[src/rtl/cbr_pkg.sv]
package cbr_pkg;

  typedef enum logic [2:0] {
    PH_IDLE,
    PH_SETUP,
    PH_BOTH,
    PH_RASONLY,
    PH_PRECH
  } phase_e;

  function automatic int max3(input int a, input int b, input int c);
    int m;
    m = (a > b) ? a : b;
    return (m > c) ? m : c;
  endfunction

endpackage

[src/rtl/cbr_interval_timer.sv]
module cbr_interval_timer #(
  parameter int INTERVAL = 1953
) (
  input  logic clk,
  input  logic rst,
  output logic tick
);
  localparam int CW = (INTERVAL > 1) ? $clog2(INTERVAL) : 1;
  localparam logic [CW-1:0] LAST = CW'(INTERVAL - 1);

  logic [CW-1:0] cnt_q;

  always_ff @(posedge clk) begin
    if (rst) begin
      cnt_q <= '0;
      tick  <= 1'b0;
    end else begin
      tick  <= (cnt_q == LAST);
      cnt_q <= (cnt_q == LAST) ? '0 : cnt_q + 1'b1;
    end
  end

  // a slot pulse is always seen right after the counter wrapped
  assert_tick_wrap_R2: assert property (@(posedge clk) disable iff (rst)
    tick |-> (cnt_q == '0));

endmodule

[src/rtl/cbr_owed_counter.sv]
module cbr_owed_counter #(
  parameter int MAX_OWED = 8,
  localparam int OW = $clog2(MAX_OWED + 1)
) (
  input  logic clk,
  input  logic rst,
  input  logic tick,
  input  logic done,
  output logic pending_next
);
  localparam logic [OW-1:0] CAP = OW'(MAX_OWED);

  logic [OW-1:0] owed_q, owed_d;

  always_comb begin
    owed_d = owed_q;
    unique case ({tick, done})
      2'b10:   owed_d = (owed_q == CAP) ? owed_q : owed_q + 1'b1;
      2'b01:   owed_d = (owed_q == '0) ? owed_q : owed_q - 1'b1;
      default: owed_d = owed_q;
    endcase
  end

  assign pending_next = (owed_d != '0);

  always_ff @(posedge clk) begin
    if (rst) owed_q <= '0;
    else     owed_q <= owed_d;
  end

  assert_owed_bound_R8: assert property (@(posedge clk) disable iff (rst)
    owed_q <= CAP);

  assert_owed_sat_R8: assert property (@(posedge clk) disable iff (rst)
    (owed_q == CAP && tick && !done) |=> (owed_q == CAP));

endmodule

[src/rtl/cbr_strobe_seq.sv]
module cbr_strobe_seq
  import cbr_pkg::*;
#(
  parameter int T_SETUP = 2,
  parameter int T_CHOLD = 4,
  parameter int T_RAS   = 8,
  parameter int T_RP    = 5
) (
  input  logic clk,
  input  logic rst,
  input  logic grant,
  input  logic pending_next,
  output logic done,
  output logic req,
  output logic ras_n,
  output logic cas_n,
  output logic we_n,
  output logic oe_n
);
  localparam int PW = $clog2(max3(T_SETUP, T_RAS, T_RP) + 1);
  localparam logic [PW-1:0] L_SETUP = PW'(T_SETUP - 1);
  localparam logic [PW-1:0] L_BOTH  = PW'(T_CHOLD - 1);
  localparam logic [PW-1:0] L_RONLY = PW'(T_RAS - T_CHOLD - 1);
  localparam logic [PW-1:0] L_PRE   = PW'(T_RP - 1);
  localparam int RW = $clog2(T_RAS + 2);
  localparam int HW = $clog2(T_RP + 2);

  phase_e st_q, st_d;
  logic [PW-1:0] ph_cnt;

  always_comb begin
    st_d = st_q;
    done = 1'b0;
    unique case (st_q)
      PH_IDLE:    if (req && grant)      st_d = PH_SETUP;
      PH_SETUP:   if (ph_cnt == L_SETUP) st_d = PH_BOTH;
      PH_BOTH:    if (ph_cnt == L_BOTH)  st_d = PH_RASONLY;
      PH_RASONLY: if (ph_cnt == L_RONLY) st_d = PH_PRECH;
      PH_PRECH: begin
        if (ph_cnt == L_PRE) begin
          done = 1'b1;
          st_d = (grant && pending_next) ? PH_SETUP : PH_IDLE;
        end
      end
      default: st_d = PH_IDLE;
    endcase
  end

  always_ff @(posedge clk) begin
    if (rst) begin
      st_q   <= PH_IDLE;
      ph_cnt <= '0;
      req    <= 1'b0;
      ras_n  <= 1'b1;
      cas_n  <= 1'b1;
      we_n   <= 1'b1;
      oe_n   <= 1'b1;
    end else begin
      st_q   <= st_d;
      ph_cnt <= (st_d != st_q || st_d == PH_IDLE) ? '0 : ph_cnt + 1'b1;
      ras_n  <= !(st_d == PH_BOTH || st_d == PH_RASONLY);
      cas_n  <= !(st_d == PH_SETUP || st_d == PH_BOTH);
      req    <= (st_d != PH_IDLE) || pending_next;
      we_n   <= 1'b1;
      oe_n   <= 1'b1;
    end
  end

  // run-length trackers used only by the checks below
  logic [RW-1:0] ras_run;
  logic [HW-1:0] hi_run;
  always_ff @(posedge clk) begin
    if (rst) begin
      ras_run <= '0;
      hi_run  <= HW'(T_RP);
    end else begin
      ras_run <= ras_n ? '0 : ras_run + 1'b1;
      if (!(ras_n && cas_n))  hi_run <= '0;
      else if (hi_run < HW'(T_RP)) hi_run <= hi_run + 1'b1;
    end
  end

  assert_cas_first_R4: assert property (@(posedge clk) disable iff (rst)
    $fell(ras_n) |-> (!cas_n && $past(!cas_n)));

  assert_ras_width_R5: assert property (@(posedge clk) disable iff (rst)
    $rose(ras_n) |-> (ras_run == RW'(T_RAS)));

  assert_precharge_R6: assert property (@(posedge clk) disable iff (rst)
    $fell(cas_n) |-> (hi_run >= HW'(T_RP)));

  assert_bus_quiet_R7: assert property (@(posedge clk) disable iff (rst)
    we_n && oe_n);

  assert_req_covers_R3: assert property (@(posedge clk) disable iff (rst)
    (!ras_n || !cas_n) |-> req);

endmodule

[src/rtl/cbr_refresh_sched.sv]
module cbr_refresh_sched #(
  parameter int INTERVAL = 1953,
  parameter int MAX_OWED = 8,
  parameter int T_SETUP  = 2,
  parameter int T_CHOLD  = 4,
  parameter int T_RAS    = 8,
  parameter int T_RP     = 5
) (
  input  logic clk,
  input  logic rst,
  input  logic grant,
  output logic req,
  output logic ras_n,
  output logic cas_n,
  output logic we_n,
  output logic oe_n
);
  logic tick;
  logic done;
  logic pending_next;

  cbr_interval_timer #(.INTERVAL(INTERVAL)) u_timer (
    .clk  (clk),
    .rst  (rst),
    .tick (tick)
  );

  cbr_owed_counter #(.MAX_OWED(MAX_OWED)) u_owed (
    .clk          (clk),
    .rst          (rst),
    .tick         (tick),
    .done         (done),
    .pending_next (pending_next)
  );

  cbr_strobe_seq #(
    .T_SETUP (T_SETUP),
    .T_CHOLD (T_CHOLD),
    .T_RAS   (T_RAS),
    .T_RP    (T_RP)
  ) u_seq (
    .clk          (clk),
    .rst          (rst),
    .grant        (grant),
    .pending_next (pending_next),
    .done         (done),
    .req          (req),
    .ras_n        (ras_n),
    .cas_n        (cas_n),
    .we_n         (we_n),
    .oe_n         (oe_n)
  );

endmodule

[config.mk]
export PLATFORM = sky130hd
export DESIGN_NAME = cbr_refresh_sched
export DESIGN_NICKNAME = d
export VERILOG_FILES = /design/src/rtl/cbr_pkg.sv /design/src/rtl/cbr_interval_timer.sv /design/src/rtl/cbr_owed_counter.sv /design/src/rtl/cbr_strobe_seq.sv /design/src/rtl/cbr_refresh_sched.sv
export SDC_FILE = /design/constraint.sdc
export NUM_CORES = 1
export LEC_CHECK = 0
export BUFFER_PORTS_ARGS = -buffer_cell sky130_fd_sc_hd__buf_2
export CAP_MARGIN = 10
export CORE_AREA = 2 2 45 68
export CTS_CLUSTER_SIZE = 10
export DETAILED_ROUTE_END_ITERATION = 6
export DIE_AREA = 0 0 47 70
export PLACE_DENSITY = 0.75
export SYNTH_ARGS = -nofsm -noshare
export SYNTH_HDL_FRONTEND = slang
export SYNTH_HIERARCHICAL = 1
export SYNTH_SLANG_ARGS = --single-unit
[constraint.sdc]
create_clock -name clk -period 3.4 [get_ports clk]
set_input_delay 0.34 -clock clk [delete_from_list [all_inputs] [get_ports clk]]
set_output_delay 0.34 -clock clk [all_outputs]
set_load 0.01 [all_outputs]
==> summary.md <==
| Metric | Value |
|---|---|
| Total GRT Usage | 19.8% |
| TritonCTS clock tree | yes |
| Number of enable flip-flop cells after synthesis | 0 |
| Final antenna-violating net count | 0 |
| Final net count | 197 |
| Number of antenna violations at the first check in global routing | 0 |
| Worst setup SP type | flop |
| Final Power | 529 uW |
| Grt total ovfl | 0 |
| # port buffers | 5 |
| DP Area | 0.00161 mm2 |
| Die area | 0.00329 mm2 |
| Placed Instances | 219 |
| Maximum vdd drop | 288 uV |
| Count leader, synth | dfxtp_1 |
| Number of synthesized register bits | 26 |
| Final Instance Count excl. Fillers | 223 |
| Synthesis Warnings | 6 |
| Clk slew on worst S/H paths | 0.09 ns |
| Final worst path period need | 3.16 ns |
| WL final | 2.94 mm |
| Top cells by area, synth | dfxtp_1 (33%), ha_1 (7.2%), nor2_1 (4.5%) |
| Seq/Total Area, Yosys | 33.1% |
| Asr flop ratio synth | 0% |
| Root Driver | clkbuf_8 |
| Fin crit share | 93.1% |
| Leak Pwr | 0.000601 uW |
| Setup crit end kind | flop |
| Max-Cap Viols | 0 |
| # resized after CTS | 0 |
| Combinational power share | 3.3% |
| Post-CTS setup buffer count | 0 |
| Synthesized cell area | 0.00157 mm2 |
| Syn_area_per_cell | 8.69 um2 |
| Sw Pwr | 111 uW |
| Crit path kind | reg -> reg |
| Min-delay worst type | in -> reg |
| Top Ports | 8 |
| Flop pwr share | 58.7% |
| PD cells | 317 mW/mm2 |
| Distinct cells, synth | 51 |
| Area grow syn2layout | 5.97% |
| Vias in the first global route | 1203 |
| Slew @ Worst Pin | 0.596 ns |
| Slew HR | 60.1% |
| Vias post-DR | 1269 |
| Status | finished clean |
| Util after Layout | 60.3% |
| Yosys top cell area share | 33.1% |
| Clock share of power | 38.0% |
| Sink Count | 26 |
| Most common library cells after synthesis | dfxtp_1 (26), nor2_1 (19), a21oi_1 (13) |
| Top_reg_cell synth | dfxtp_1 |
| Detail-routed via count per cell | 5.69 |
| Final Max Slew Viols | 0 |
| Mapped Cells | 181 |
| Die span in x | 47 um |
| Clk_skew | 0.00101 ns |
| Initial core utilization | 56.9% |
| HPWL Detailed | 2.18 mm |
| Total CTS buffers | 3 |
| CTS hold repair buffers | 0 |
| Largest area contributor in the netlist | dfxtp_1 |
| Drt drc | 0 |
| Req. time, crit path | 3.57 ns |
| Drt wl/cell | 13.2 um |
| 1st-iter DRT viols | 49 |
| Hold violation total from the final report | 0 |
| WP data arrival | 3.33 ns |
| CTS Buffer Depth | 2 |
| CTS H-tree lvls | 1 |
| Worst-skew pair later-pin latency | 0.27 ns |
| Largest net degree at the start of global routing | 15 |
| Die Ht | 70 um |
| Antenna cells | 0 |
| Reg2Reg Setup Slack | 0.24 ns |
| Internal Pwr Total | 418 uW |
| RSZ-0062 raised after global routing | no |
| Drt first pass iters | 4 |
| Sw Share | 20.9% |
| First-pass GRT wire length | 4.91 mm |
| Finish-stage setup viols | 0 |
| Core area | 0.00276 mm2 |
| Layout cell share with drive strength beyond 1 | 12.0% |
| Row count | 24 |
| GP Congestion | 0.812 |
| F_max | 0.316 GHz |
| Post-route cell area | 0.00167 mm2 |
| Setup TNS | 0 ns |
| Worst Path Max Fanout | 11 |
-- path summary, 6_finish.rpt --
kind,startpoint,endpoint,cells after the start
min reg2reg,u_timer/cnt_q[0],u_timer/cnt_q[0],1
max reg2reg,u_seq/ph_cnt[0],u_seq/cas_n,12
max,u_seq/ph_cnt[0],u_seq/cas_n,12
min,rst,u_owed/owed_q[1],2
-- power by group through the flow --
stage,logic [uW],registers (uW),clock network [uW]
floorplan,14.1,317,0
global placement,16.8,318,0
detailed placement,17.4,318,0
CTS,17.4,311,207
global route,19.1,311,217
finish,17.2,311,201
-- metal layers --
layer | track usage [%] | vias to the layer above | wire (um)
met5 | 0 | - | 0
met4 | 9.88 | 0 | 69
met3 | 2.58 | 7 | 52
met2 | 34.6 | 17 | 1590
met1 | 21.7 | 604 | 1230
li1 | - | 641 | -
-- worst max-delay path, stage by stage (launching register included) --
cell and delay (ns):
dfxtp_1 0.40, inv_1 0.06, ha_1 0.19, and3b_2 0.25
and3_1 0.19, ha_1 0.43, or3b_1 0.40, mux2i_1 0.16
a221oi_2 0.06, nand4_1 0.12, a31oi_1 0.09, or3b_4 0.43
a211o_1 0.27
-- cell type report --
class                   count  area, um2
repair buffers              5       25.0
clock buffers               4       55.1
multi-input cells         137        972
flip-flops and latches     26        520
inverters                  12       45.0
fillers                   251       1100
well taps                  39       48.8
-- kinds of logic after synthesis --
logic type / Yosys count / synth area share (%)
buffers and inverters: 19 / 5.33
muxes: 2 / 1.59
other: 1 / 0.238
DFF: 26 / 33.1
and+or+nand+nor: 81 / 32.9
AOI/OAI and AO/OA: 38 / 16.9
adders and majority gates: 9 / 7.16
xor gates and xnor gates: 5 / 2.78
-- placed cells by master (no fill, tap or decap), types with 5 or more instances in the layout --
master / count
a21oi_1: 13
buf_2: 5
dfxtp_1: 26
ha_1: 9
inv_1: 12
nand2_1: 8
nand3_1: 9
nor2_1: 19
nor2b_1: 9
o21ai_0: 8
-- metrics by stage --
stage	worst slack (ns)	hold WS [ns]
2_1_floorplan	0.575	0.409
3_3_place_gp	0.368	0.452
3_5_place_dp	0.253	0.458
4_1_cts	0.230	0.387
5_1_grt	0.0989	0.386
6_report	0.236	0.389
-- state kept, by name, indices dropped and copies added, names as in the netlist --
signal	flops
u_seq/ph_cnt	4
u_seq/req	1
u_timer/tick	1
u_seq/cas_n	1
u_seq/st_q	3
u_timer/cnt_q	11
u_seq/ras_n	1
u_owed/owed_q	4
(Power assumes the default switching activity.)
